==> src/rtl/vid_gate_pkg.sv <==
package vid_gate_pkg;

    localparam int NIB_W = 4;

    typedef enum logic [1:0] {
        KIND_VIDEO = 2'd0,
        KIND_CTRL  = 2'd1,
        KIND_USER  = 2'd2
    } pkt_kind_e;

    localparam logic [NIB_W-1:0] HDR_VIDEO = 4'h0;
    localparam logic [NIB_W-1:0] HDR_CTRL  = 4'hF;

    // register word addresses
    localparam int WA_MODE    = 2;
    localparam int WA_WIDTH   = 72;
    localparam int WA_HEIGHT  = 73;
    localparam int WA_ILACE   = 74;
    localparam int WA_COLOUR  = 76;
    localparam int WA_CHROMA  = 77;
    localparam int WA_STATUS  = 80;
    localparam int WA_CAP_W   = 82;
    localparam int WA_CAP_H   = 83;
    localparam int WA_CAP_IL  = 84;
    localparam int WA_CTRL    = 85;

    function automatic pkt_kind_e kind_of(input logic [NIB_W-1:0] nib);
        if (nib == HDR_VIDEO)     return KIND_VIDEO;
        else if (nib == HDR_CTRL) return KIND_CTRL;
        else                      return KIND_USER;
    endfunction

endpackage

==> src/rtl/vg_gate.sv <==
module vg_gate (
    input  logic run,
    input  logic busy,
    input  logic in_valid,
    input  logic out_ready,
    output logic in_ready,
    output logic out_valid,
    output logic fire
);
    logic open_w;

    always_comb begin
        open_w    = run | busy;
        in_ready  = out_ready & open_w;
        out_valid = in_valid & open_w;
        fire      = in_valid & out_ready & open_w;
    end
endmodule

==> src/rtl/vg_pkt_tracker.sv <==
module vg_pkt_tracker
    import vid_gate_pkg::*;
#(
    parameter int DIM_W = 16
) (
    input  logic             clk,
    input  logic             rst_n,
    input  logic             fire,
    input  logic             sop,
    input  logic             eop,
    input  logic [NIB_W-1:0] nib,
    input  logic [DIM_W-1:0] prog_w,
    input  logic [DIM_W-1:0] prog_h,
    output logic             busy,
    output logic             done,
    output logic             size_err,
    output logic [DIM_W-1:0] cap_w,
    output logic [DIM_W-1:0] cap_h,
    output logic [NIB_W-1:0] cap_il
);
    localparam int DIM_NIBS = DIM_W / NIB_W;
    localparam int CNT_W    = 2 * DIM_W;
    localparam int BEAT_W   = $clog2(2 * DIM_NIBS + 2);

    typedef struct packed {
        logic             busy;
        logic             done;
        logic             err;
        logic             ctrl_seen;
        pkt_kind_e        kind;
        logic [BEAT_W-1:0] beat;
        logic [CNT_W-1:0] pix;
        logic [DIM_W-1:0] sh_w;
        logic [DIM_W-1:0] sh_h;
        logic [NIB_W-1:0] sh_il;
        logic [DIM_W-1:0] cap_w;
        logic [DIM_W-1:0] cap_h;
        logic [NIB_W-1:0] cap_il;
    } trk_t;

    trk_t s_q, s_d;

    pkt_kind_e        kind_now;
    logic [CNT_W-1:0] expect_cnt;
    logic [CNT_W-1:0] pix_total;

    always_comb begin
        s_d      = s_q;
        kind_now = sop ? kind_of(nib) : s_q.kind;
        if (s_q.ctrl_seen)
            expect_cnt = {{DIM_W{1'b0}}, s_q.cap_w} * {{DIM_W{1'b0}}, s_q.cap_h};
        else
            expect_cnt = {{DIM_W{1'b0}}, prog_w} * {{DIM_W{1'b0}}, prog_h};
        pix_total = sop ? '0 : s_q.pix + 1'b1;

        if (fire) begin
            if (sop) begin
                s_d.kind  = kind_now;
                s_d.beat  = '0;
                s_d.pix   = '0;
                s_d.sh_w  = '0;
                s_d.sh_h  = '0;
                s_d.sh_il = '0;
                if (!s_q.busy) s_d.busy = 1'b1;
            end else begin
                case (s_q.kind)
                    KIND_VIDEO: s_d.pix = pix_total;
                    KIND_CTRL: begin
                        if (int'(s_q.beat) < DIM_NIBS)
                            s_d.sh_w = {s_q.sh_w[DIM_W-NIB_W-1:0], nib};
                        else if (int'(s_q.beat) < 2 * DIM_NIBS)
                            s_d.sh_h = {s_q.sh_h[DIM_W-NIB_W-1:0], nib};
                        else if (int'(s_q.beat) == 2 * DIM_NIBS)
                            s_d.sh_il = nib;
                        if (int'(s_q.beat) <= 2 * DIM_NIBS)
                            s_d.beat = s_q.beat + 1'b1;
                    end
                    default: ;
                endcase
            end

            if (eop) begin
                if (kind_now == KIND_CTRL) begin
                    s_d.cap_w     = s_d.sh_w;
                    s_d.cap_h     = s_d.sh_h;
                    s_d.cap_il    = s_d.sh_il;
                    s_d.ctrl_seen = 1'b1;
                end
                if (kind_now == KIND_VIDEO) begin
                    s_d.busy = 1'b0;
                    s_d.done = 1'b1;
                    s_d.err  = (pix_total != expect_cnt);
                end
            end
        end
    end

    always_ff @(posedge clk) begin
        if (!rst_n) begin
            s_q      <= '0;
            s_q.kind <= KIND_USER;
        end else begin
            s_q <= s_d;
        end
    end

    assign busy     = s_q.busy;
    assign done     = s_q.done;
    assign size_err = s_q.err;
    assign cap_w    = s_q.cap_w;
    assign cap_h    = s_q.cap_h;
    assign cap_il   = s_q.cap_il;
endmodule

==> src/rtl/vg_regs.sv <==
module vg_regs
    import vid_gate_pkg::*;
#(
    parameter int ADDR_W    = 7,
    parameter int REG_W     = 32,
    parameter int DIM_W     = 16,
    parameter int CONV_MODE = 0
) (
    input  logic              clk,
    input  logic              rst_n,
    input  logic [ADDR_W-1:0] addr,
    input  logic              wr,
    input  logic [REG_W-1:0]  wdata,
    input  logic              rd,
    input  logic              busy,
    input  logic              done,
    input  logic              size_err,
    input  logic [DIM_W-1:0]  cap_w,
    input  logic [DIM_W-1:0]  cap_h,
    input  logic [NIB_W-1:0]  cap_il,
    output logic [REG_W-1:0]  rdata,
    output logic              rdvalid,
    output logic              run,
    output logic [DIM_W-1:0]  cfg_w,
    output logic [DIM_W-1:0]  cfg_h,
    output logic [NIB_W-1:0]  cfg_il,
    output logic [1:0]        cfg_colour,
    output logic [1:0]        cfg_chroma
);
    localparam int STAT_W = 3;

    typedef struct packed {
        logic             run;
        logic [DIM_W-1:0] w;
        logic [DIM_W-1:0] h;
        logic [NIB_W-1:0] il;
        logic [1:0]       colour;
        logic [1:0]       chroma;
        logic             rdvalid;
        logic [REG_W-1:0] rdata;
    } reg_t;

    reg_t s_q, s_d;
    logic [REG_W-1:0] rd_mux;
    logic             unused_wdata;

    assign unused_wdata = ^wdata;

    always_comb begin
        case (addr)
            ADDR_W'(WA_MODE):   rd_mux = REG_W'(CONV_MODE);
            ADDR_W'(WA_STATUS): rd_mux = {{(REG_W-STAT_W){1'b0}}, size_err, done, busy};
            ADDR_W'(WA_CAP_W):  rd_mux = REG_W'(cap_w);
            ADDR_W'(WA_CAP_H):  rd_mux = REG_W'(cap_h);
            ADDR_W'(WA_CAP_IL): rd_mux = REG_W'(cap_il);
            default:            rd_mux = '0;
        endcase
    end

    always_comb begin
        s_d         = s_q;
        s_d.rdvalid = rd;
        s_d.rdata   = rd ? rd_mux : '0;
        if (wr) begin
            case (addr)
                ADDR_W'(WA_WIDTH):  s_d.w      = wdata[DIM_W-1:0];
                ADDR_W'(WA_HEIGHT): s_d.h      = wdata[DIM_W-1:0];
                ADDR_W'(WA_ILACE):  s_d.il     = wdata[NIB_W-1:0];
                ADDR_W'(WA_COLOUR): s_d.colour = wdata[1:0];
                ADDR_W'(WA_CHROMA): s_d.chroma = wdata[1:0];
                ADDR_W'(WA_CTRL):   s_d.run    = wdata[0];
                default: ;
            endcase
        end
    end

    always_ff @(posedge clk) begin
        if (!rst_n) s_q <= '0;
        else        s_q <= s_d;
    end

    assign rdata      = s_q.rdata;
    assign rdvalid    = s_q.rdvalid;
    assign run        = s_q.run;
    assign cfg_w      = s_q.w;
    assign cfg_h      = s_q.h;
    assign cfg_il     = s_q.il;
    assign cfg_colour = s_q.colour;
    assign cfg_chroma = s_q.chroma;
endmodule

==> src/rtl/vid_frame_gate.sv <==
module vid_frame_gate
    import vid_gate_pkg::*;
#(
    parameter int PIX_W     = 24,
    parameter int DIM_W     = 16,
    parameter int ADDR_W    = 7,
    parameter int REG_W     = 32,
    parameter int CONV_MODE = 0
) (
    input  logic              clk,
    input  logic              rst_n,
    input  logic [ADDR_W-1:0] reg_addr,
    input  logic              reg_write,
    input  logic [REG_W-1:0]  reg_wdata,
    input  logic              reg_read,
    output logic [REG_W-1:0]  reg_rdata,
    output logic              reg_rdvalid,
    input  logic              in_valid,
    output logic              in_ready,
    input  logic [PIX_W-1:0]  in_data,
    input  logic              in_sop,
    input  logic              in_eop,
    output logic              out_valid,
    input  logic              out_ready,
    output logic [PIX_W-1:0]  out_data,
    output logic              out_sop,
    output logic              out_eop,
    output logic [DIM_W-1:0]  cfg_width,
    output logic [DIM_W-1:0]  cfg_height,
    output logic [3:0]        cfg_interlace,
    output logic [1:0]        cfg_colour,
    output logic [1:0]        cfg_chroma
);
    logic             run_w, busy_w, done_w, err_w, fire_w;
    logic [DIM_W-1:0] cap_w_w, cap_h_w;
    logic [NIB_W-1:0] cap_il_w;

    assign out_data = in_data;
    assign out_sop  = in_sop;
    assign out_eop  = in_eop;

    vg_gate u_gate (
        .run       (run_w),
        .busy      (busy_w),
        .in_valid  (in_valid),
        .out_ready (out_ready),
        .in_ready  (in_ready),
        .out_valid (out_valid),
        .fire      (fire_w)
    );

    vg_pkt_tracker #(.DIM_W(DIM_W)) u_trk (
        .clk      (clk),
        .rst_n    (rst_n),
        .fire     (fire_w),
        .sop      (in_sop),
        .eop      (in_eop),
        .nib      (in_data[NIB_W-1:0]),
        .prog_w   (cfg_width),
        .prog_h   (cfg_height),
        .busy     (busy_w),
        .done     (done_w),
        .size_err (err_w),
        .cap_w    (cap_w_w),
        .cap_h    (cap_h_w),
        .cap_il   (cap_il_w)
    );

    vg_regs #(
        .ADDR_W    (ADDR_W),
        .REG_W     (REG_W),
        .DIM_W     (DIM_W),
        .CONV_MODE (CONV_MODE)
    ) u_regs (
        .clk        (clk),
        .rst_n      (rst_n),
        .addr       (reg_addr),
        .wr         (reg_write),
        .wdata      (reg_wdata),
        .rd         (reg_read),
        .busy       (busy_w),
        .done       (done_w),
        .size_err   (err_w),
        .cap_w      (cap_w_w),
        .cap_h      (cap_h_w),
        .cap_il     (cap_il_w),
        .rdata      (reg_rdata),
        .rdvalid    (reg_rdvalid),
        .run        (run_w),
        .cfg_w      (cfg_width),
        .cfg_h      (cfg_height),
        .cfg_il     (cfg_interlace),
        .cfg_colour (cfg_colour),
        .cfg_chroma (cfg_chroma)
    );
endmodule

==> config.mk <==
export PLATFORM = sky130hd
export DESIGN_NAME = vid_frame_gate
export DESIGN_NICKNAME = d
export VERILOG_FILES = /design/src/rtl/vid_gate_pkg.sv /design/src/rtl/vg_gate.sv /design/src/rtl/vg_pkt_tracker.sv /design/src/rtl/vg_regs.sv /design/src/rtl/vid_frame_gate.sv
export SDC_FILE = /design/constraint.sdc
export NUM_CORES = 2
export LEC_CHECK = 0
export CORE_MARGIN = 1
export CORE_UTILIZATION = 50
export CTS_BUF_LIST = sky130_fd_sc_hd__clkbuf_4 sky130_fd_sc_hd__clkbuf_8 sky130_fd_sc_hd__clkbuf_16
export DETAILED_ROUTE_END_ITERATION = 16
export DONT_BUFFER_PORTS = 1
export PLACE_DENSITY_LB_ADDON = 0.08
export REMOVE_ABC_BUFFERS = 1
export SYNTH_ARGS = -nofsm -noshare
export SYNTH_HDL_FRONTEND = slang
export SYNTH_HIERARCHICAL = 1
export SYNTH_SLANG_ARGS = --single-unit
==> constraint.sdc <==
create_clock -name clk -period 14.9 [get_ports clk]
set_clock_uncertainty 0.05 [all_clocks]
set_input_delay 2.98 -clock clk [delete_from_list [all_inputs] [get_ports clk]]
set_output_delay 2.98 -clock clk [all_outputs]
set_load 0.01 [all_outputs]
## Yosys cells after proc, flatten, opt, wreduce, memory -nomap -nowiden

Cells that the tools add are included.

| storage, ports and cells | value |
|---|---|
| register bits after elaboration | 188 |
| latch bits | 0 |
| RAM bits | 0 |
| ROM bits | 0 |
| input port bits | 71 |
| output and inout bits | 101 |
| word-level logic and storage cells | 86 |
| memories kept | 0 |

| operators by class | value |
|---|---|
| add/sub/neg operators | 2 |
| $mul | 2 |
| divide/modulo/power cells | 0 |
| magnitude comparators | 3 |
| equal/unequal tests | 15 |
| shifts and indexed selects | 0 |
| muxes and demuxes | 20 |
| bitwise operators | 5 |
| reduce and logical (&&, ||, !) cells | 18 |

Operators with widths:

| kind | number |
|---|---|
| 32-bit 2-to-1 mux | 3 |
| 72-bit 2-to-1 mux | 1 |
| 7-bit == test (second input constant) | 10 |
| 16-bit by 16-bit multiplier with 32-bit output | 2 |
| 16-bit case mux with 4 select lines | 1 |
| 36-bit 2-to-1 mux | 1 |
| 32-bit by 1-bit adder with 32-bit output (second input constant) | 1 |
| 16-bit 2-to-1 mux | 2 |
| 32-bit != test | 1 |
| 20-bit 2-to-1 mux | 1 |
| 4-bit 2-to-1 mux | 5 |
| 2-bit AND reduction | 9 |
| 3-bit AND reduction | 3 |
| 4-bit == test (second input constant) | 2 |
| 2-bit 2-to-1 mux | 3 |
| 2-bit nonzero test | 3 |
| 4-bit by 1-bit adder with 4-bit output (second input constant) | 1 |
| 1-bit AND | 4 |
| 2-bit by 1-bit == test with 1-bit output (second input constant) | 2 |
| 4-bit <= comparator (second input constant) | 1 |
| 2-bit zero test | 2 |
| 4-bit zero test | 1 |
| 4-bit by 3-bit less-than comparator with 1-bit output (second input constant) | 1 |
| 4-bit less-than comparator (second input constant) | 1 |
| other kinds (3) | 4 |

## Depth between registers and ports, before layout

| depth | value |
|---|---|
| word-level depth | 7 |
| gate-level depth with buffers | 27 |
| mapped depth without buffers | 24 |

## By module

The synthesis kept the hierarchy.

Modules (own cells, without submodules):

| module | instances | cells each | area an instance (µm²) | sequential area each (µm²) |
|---|---|---|---|---|
| vg_pkt_tracker | 1 | 2799 | 23550.1 | 2282.2 |
| vg_regs | 1 | 247 | 2472.4 | 1161.1 |
| vid_frame_gate | 1 | 26 | 195.2 | 0.0 |
| vg_gate | 1 | 3 | 25.0 | 0.0 |

## Least setup slack after synthesis

Ideal clock, no wire load.

| timing | value |
|---|---|
| kind | flip-flop to flip-flop |
| start point | reg u_regs.s_q (netlist bit u_regs/cfg_w[6]) |
| end point | reg u_trk.s_q (netlist bit u_trk/size_err) |
| setup time | 0.129 ns |
| arrival | 6.413 ns |
| data required time | 14.721 ns |
| slack | 8.308 ns |
| stages on the path, launching flop included | 23 |
| path buffers | 2 |
| clock period less this slack | 6.592 ns |
| cells stage by stage | dfxtp_1 -> clkbuf_1 -> clkbuf_1 -> nand2_1 -> fa_1 -> fa_1 -> fa_1 -> fa_1 -> fa_1 -> fa_1 -> inv_1 -> ha_1 -> a21o_1 -> a211o_1 -> a22oi_1 -> nand2_1 -> a211o_1 -> a21oi_1 -> xnor2_1 -> a32oi_1 -> or4_1 -> nor4_2 -> a31oi_1 |

| between the ends | value |
|---|---|
| word-level cells in the longest chain between the ends | 3 |

RTL lines:

| element | RTL line | RTL |
|---|---|---|
| from (decl) | vg_regs.sv:43 | `reg_t s_q, s_d;` |
| from (signal assigned) | vg_regs.sv:78 | `if (!rst_n) s_q <= '0;` |
| from (signal assigned) | vg_regs.sv:79 | `else s_q <= s_d;` |
| 16-bit by 16-bit multiplier with 32-bit output | vg_pkt_tracker.sv:53 | `expect_cnt = {{DIM_W{1'b0}}, prog_w} * {{DIM_W{1'b0}}, prog_h};` |
| 32-bit 2-to-1 mux | vg_pkt_tracker.sv:50 | `if (s_q.ctrl_seen)` |
| 32-bit != test | vg_pkt_tracker.sv:92 | `s_d.err = (pix_total != expect_cnt);` |
| to (decl) | vg_pkt_tracker.sv:41 | `trk_t s_q, s_d;` |

Every way passes these cells.
A chain may end at the register's enable or synchronous reset.

## Final worst setup path

| timing | value |
|---|---|
| start point | reg u_regs.s_q (netlist bit u_regs/cfg_h[1]) |
| end point | reg u_trk.s_q (netlist bit u_trk/size_err) |

The elaborated chain is that of the path after synthesis.

==> out/results.txt <==
status -> finished, final reports clean
Post-CTS Setup Bufs -> 0
gpl congestion -> 0.869
Hold Fails Final Rpt -> 0
EDFF count, synth -> 0
number of CTS-inserted buffers -> 17
CTS clk-pin slew, worst paths -> 0.08 ns
Crit Path Category -> reg -> reg
logic gate share of total power -> 1.8%
Slew Viols, Final -> 0
diode count -> 0
Peak VDD IR -> 77.4 uV
cell count after placement -> 3573
io pins -> 172
CTS Hold Bufs -> 0
total gr overflow -> 0
RSZ-0062 raised after global routing -> no
Setup-failing EPs final -> 0
Post-Synthesis Cells -> 3075
slew at the pin closest to its max-slew limit -> 1.02 ns
Max Root-Sink Buffers -> 2
Iter 0 DRT Violations -> 1071
Synth Cell Area -> 26200 um^2
vias in the first global route -> 20600
P_sw -> 233 uW
die footprint -> 53400 um^2
Clock Root Buffer -> clkbuf_16
Critical Path RT -> 15.19 ns
Seq pwr share -> 48.1%
first-pass GRT wire length -> 108000 um
top post-synthesis cells by area -> fa_1 (30%), dfxtp_1 (13%), ha_1 (10%), nand2_1 (8.7%), inv_1 (5.4%)
GRT Total Usage -> 25.2%
Critical Path Source -> u_regs/cfg_h[1]
CP startpoint kind -> register
Register-to-Register Path Depth -> 20
Clk pwr share -> 50.1%
synth unique cells -> 89
vias per inst -> 5.55
layout net count -> 3582
Tcrit/Tclk final -> 51.9%
area share of the largest cell type after synthesis -> 29.6%
clk_lat worst skew -> 0.46 ns
Critical R2R Launch -> u_regs/cfg_h[1]
Most used DFF post-synth -> dfxtp_1
dpl hpwl -> 49500 um
Pint -> 724 uW
Crit Reg-Reg Endpoint -> u_trk/size_err
DRC violations left -> 0
Pleak -> 10.7 nW
Max Cap Viol -> 0
syn_area_per_cell -> 8.53 um^2
Critical path destination -> u_trk/size_err
core area -> 51600 um^2
Rows -> 83
Final min period -> 7.74 ns
Die Span X -> 231 um
Critical Path AT -> 8.03 ns
routed via count -> 20000
antenna violations before repair -> 1
Fmax -> 129 MHz
synth-to-layout area growth -> 2.19%
crit path max fanout -> 18
H-Tree Depth -> 4
Total Wirelength -> 65300 um
CTS tree -> built
setup TNS -> 0 ns
clk sinks -> 172
WL/cell -> 18.1 um
post-synthesis sequential area ratio -> 13.1%
Slew headroom -> 32.0%
synthesized flop and latch total -> 172
Pre-Repair DR Iteration Count -> 5
Synth Warn # -> 6
Die H -> 231 um
hold depth -> 2
Resized cells post-CTS -> 0
antenna violation net count after detailed routing -> 0
switching share of total power -> 24.4%
endpoint class of the critical path -> register
port bufs -> 0
most frequent cells in the layout -> nand2_1 (609), fa_1 (388), inv_1 (376), and2_1 (218), ha_1 (211)
largest net degree at the start of global routing -> 172
R2R Setup Slk -> 7.16 ns
largest area contributor in the netlist -> fa_1
starting density of the core -> 50.8%
hold crit path type -> reg -> reg
share of cells above drive strength 1 -> 3.83%
non-filler cells, final -> 3605
power per cell area -> 35.7 nW/um^2
Async SR Flop Fraction -> 0%
most common cell after layout, fill and taps aside -> nand2_1
[per-layer routing]
| metal | GRT usage [%] | wire length [um] |
|---|---|---|
| met2 | 41.8 | 31200 |
| met3 | 3.52 | 3210 |
| met1 | 35.0 | 30000 |
| met5 | 0 | 0 |
| met4 | 5.59 | 966 |
[power by group through the flow]
stage,sequential (mW),clock [mW],combinational [mW]
2_1_floorplan,0.471,0,0.0138
3_3_place_gp,0.472,0,0.0166
3_5_place_dp,0.472,0,0.0170
4_1_cts,0.461,0.492,0.0170
5_1_grt,0.461,0.509,0.0184
6_report,0.461,0.479,0.0172
[state kept, by name (all words and copies together), names as in the netlist]
signal / flops
u_trk/busy: 1
u_regs/rdata: 16
u_regs/cfg_chroma: 2
u_regs/cfg_w: 16
u_trk/cap_w: 16
u_trk/size_err: 1
u_regs/cfg_colour: 2
u_regs/cfg_h: 16
u_regs/rdvalid: 1
u_regs/cfg_il: 4
u_trk/cap_il: 4
u_trk/s_q: 75
u_trk/cap_h: 16
u_regs/run: 1
u_trk/done: 1
[synthesized netlist by cell type, types with 6 or more instances]
cell      number
mux2_2         6
nand2b_1       9
inv_1        376
nand2_1      609
nand3_1       31
o21bai_1       7
and2_1       218
or3_1         10
and3_1        12
a31oi_1       11
nor2b_1       49
a21boi_0      61
nor4_1         9
nand4_1       19
xor2_1        41
o21ai_0       65
o211ai_1       8
o21a_1        10
a21o_1        18
dfxtp_1      172
a21oi_1       98
nor2_1        82
ha_1         211
xnor2_1       66
o31ai_1        7
fa_1         388
nor3_1        33
buf_1          9
clkbuf_1     130
buf_4         84
mux2i_1      106
[through the flow]
step	hold WS [ns]	utilization [%]	worst slack, ns	power [mW]	cell area (um^2)
floorplan	0.387	-	8.41	0.485	25100
global placement	0.396	50.8	7.23	0.488	26200
global route	0.434	52.0	6.88	0.988	26800
detailed placement	0.408	50.8	7.19	0.489	26200
CTS	0.418	52.0	7.17	0.969	26800
finish	0.415	52.0	7.16	0.957	26800
[final cells by class]
type,count,area (um^2)
clock buffers,17,425
clock inverters,15,196
fillers,4877,24800
inverters,377,1420
multi-input cells,2309,20200
flip-flops and latches,172,3440
well taps,680,851
repair buffers,35,263
[critical path: stages (launching register included)]
cell and delay [ns]:
dfxtp_1 0.92, nand2_1 0.21, fa_1 0.54, fa_1 0.59
fa_1 0.46, fa_1 0.58, fa_1 0.43, fa_1 0.49
inv_1 0.04, ha_1 0.35, a21o_1 0.22, a211o_1 0.32
a22oi_1 0.27, nand2_1 0.09, a211o_1 0.30, a21oi_1 0.34
xnor2_1 0.24, a32oi_1 0.09, or4_1 0.60, nor4_2 0.33
a31oi_1 0.14
[worst min-delay path by stage]
stage | startpoint | to
finish | u_trk/cap_h[3] | u_trk/cap_h[3]
global route | u_regs/cfg_w[9] | u_regs/cfg_w[9]
CTS | u_trk/cap_h[3] | u_trk/cap_h[3]
detailed placement | u_trk/cap_h[3] | u_trk/cap_h[3]
global placement | u_trk/done | u_trk/done
floorplan | u_trk/done | u_trk/done
[cells by family after synthesis]
kind of cell / share of synthesized area, %
muxes: 4.30
AOI/OAI and AO/OA: 8.53
DFF: 13.1
buffers and inverters: 10.1
other: 0.0143
and+or+nand+nor: 20.7
adders and majority gates: 39.7
xor gates and xnor gates: 3.57
(Power assumes the default switching activity.)
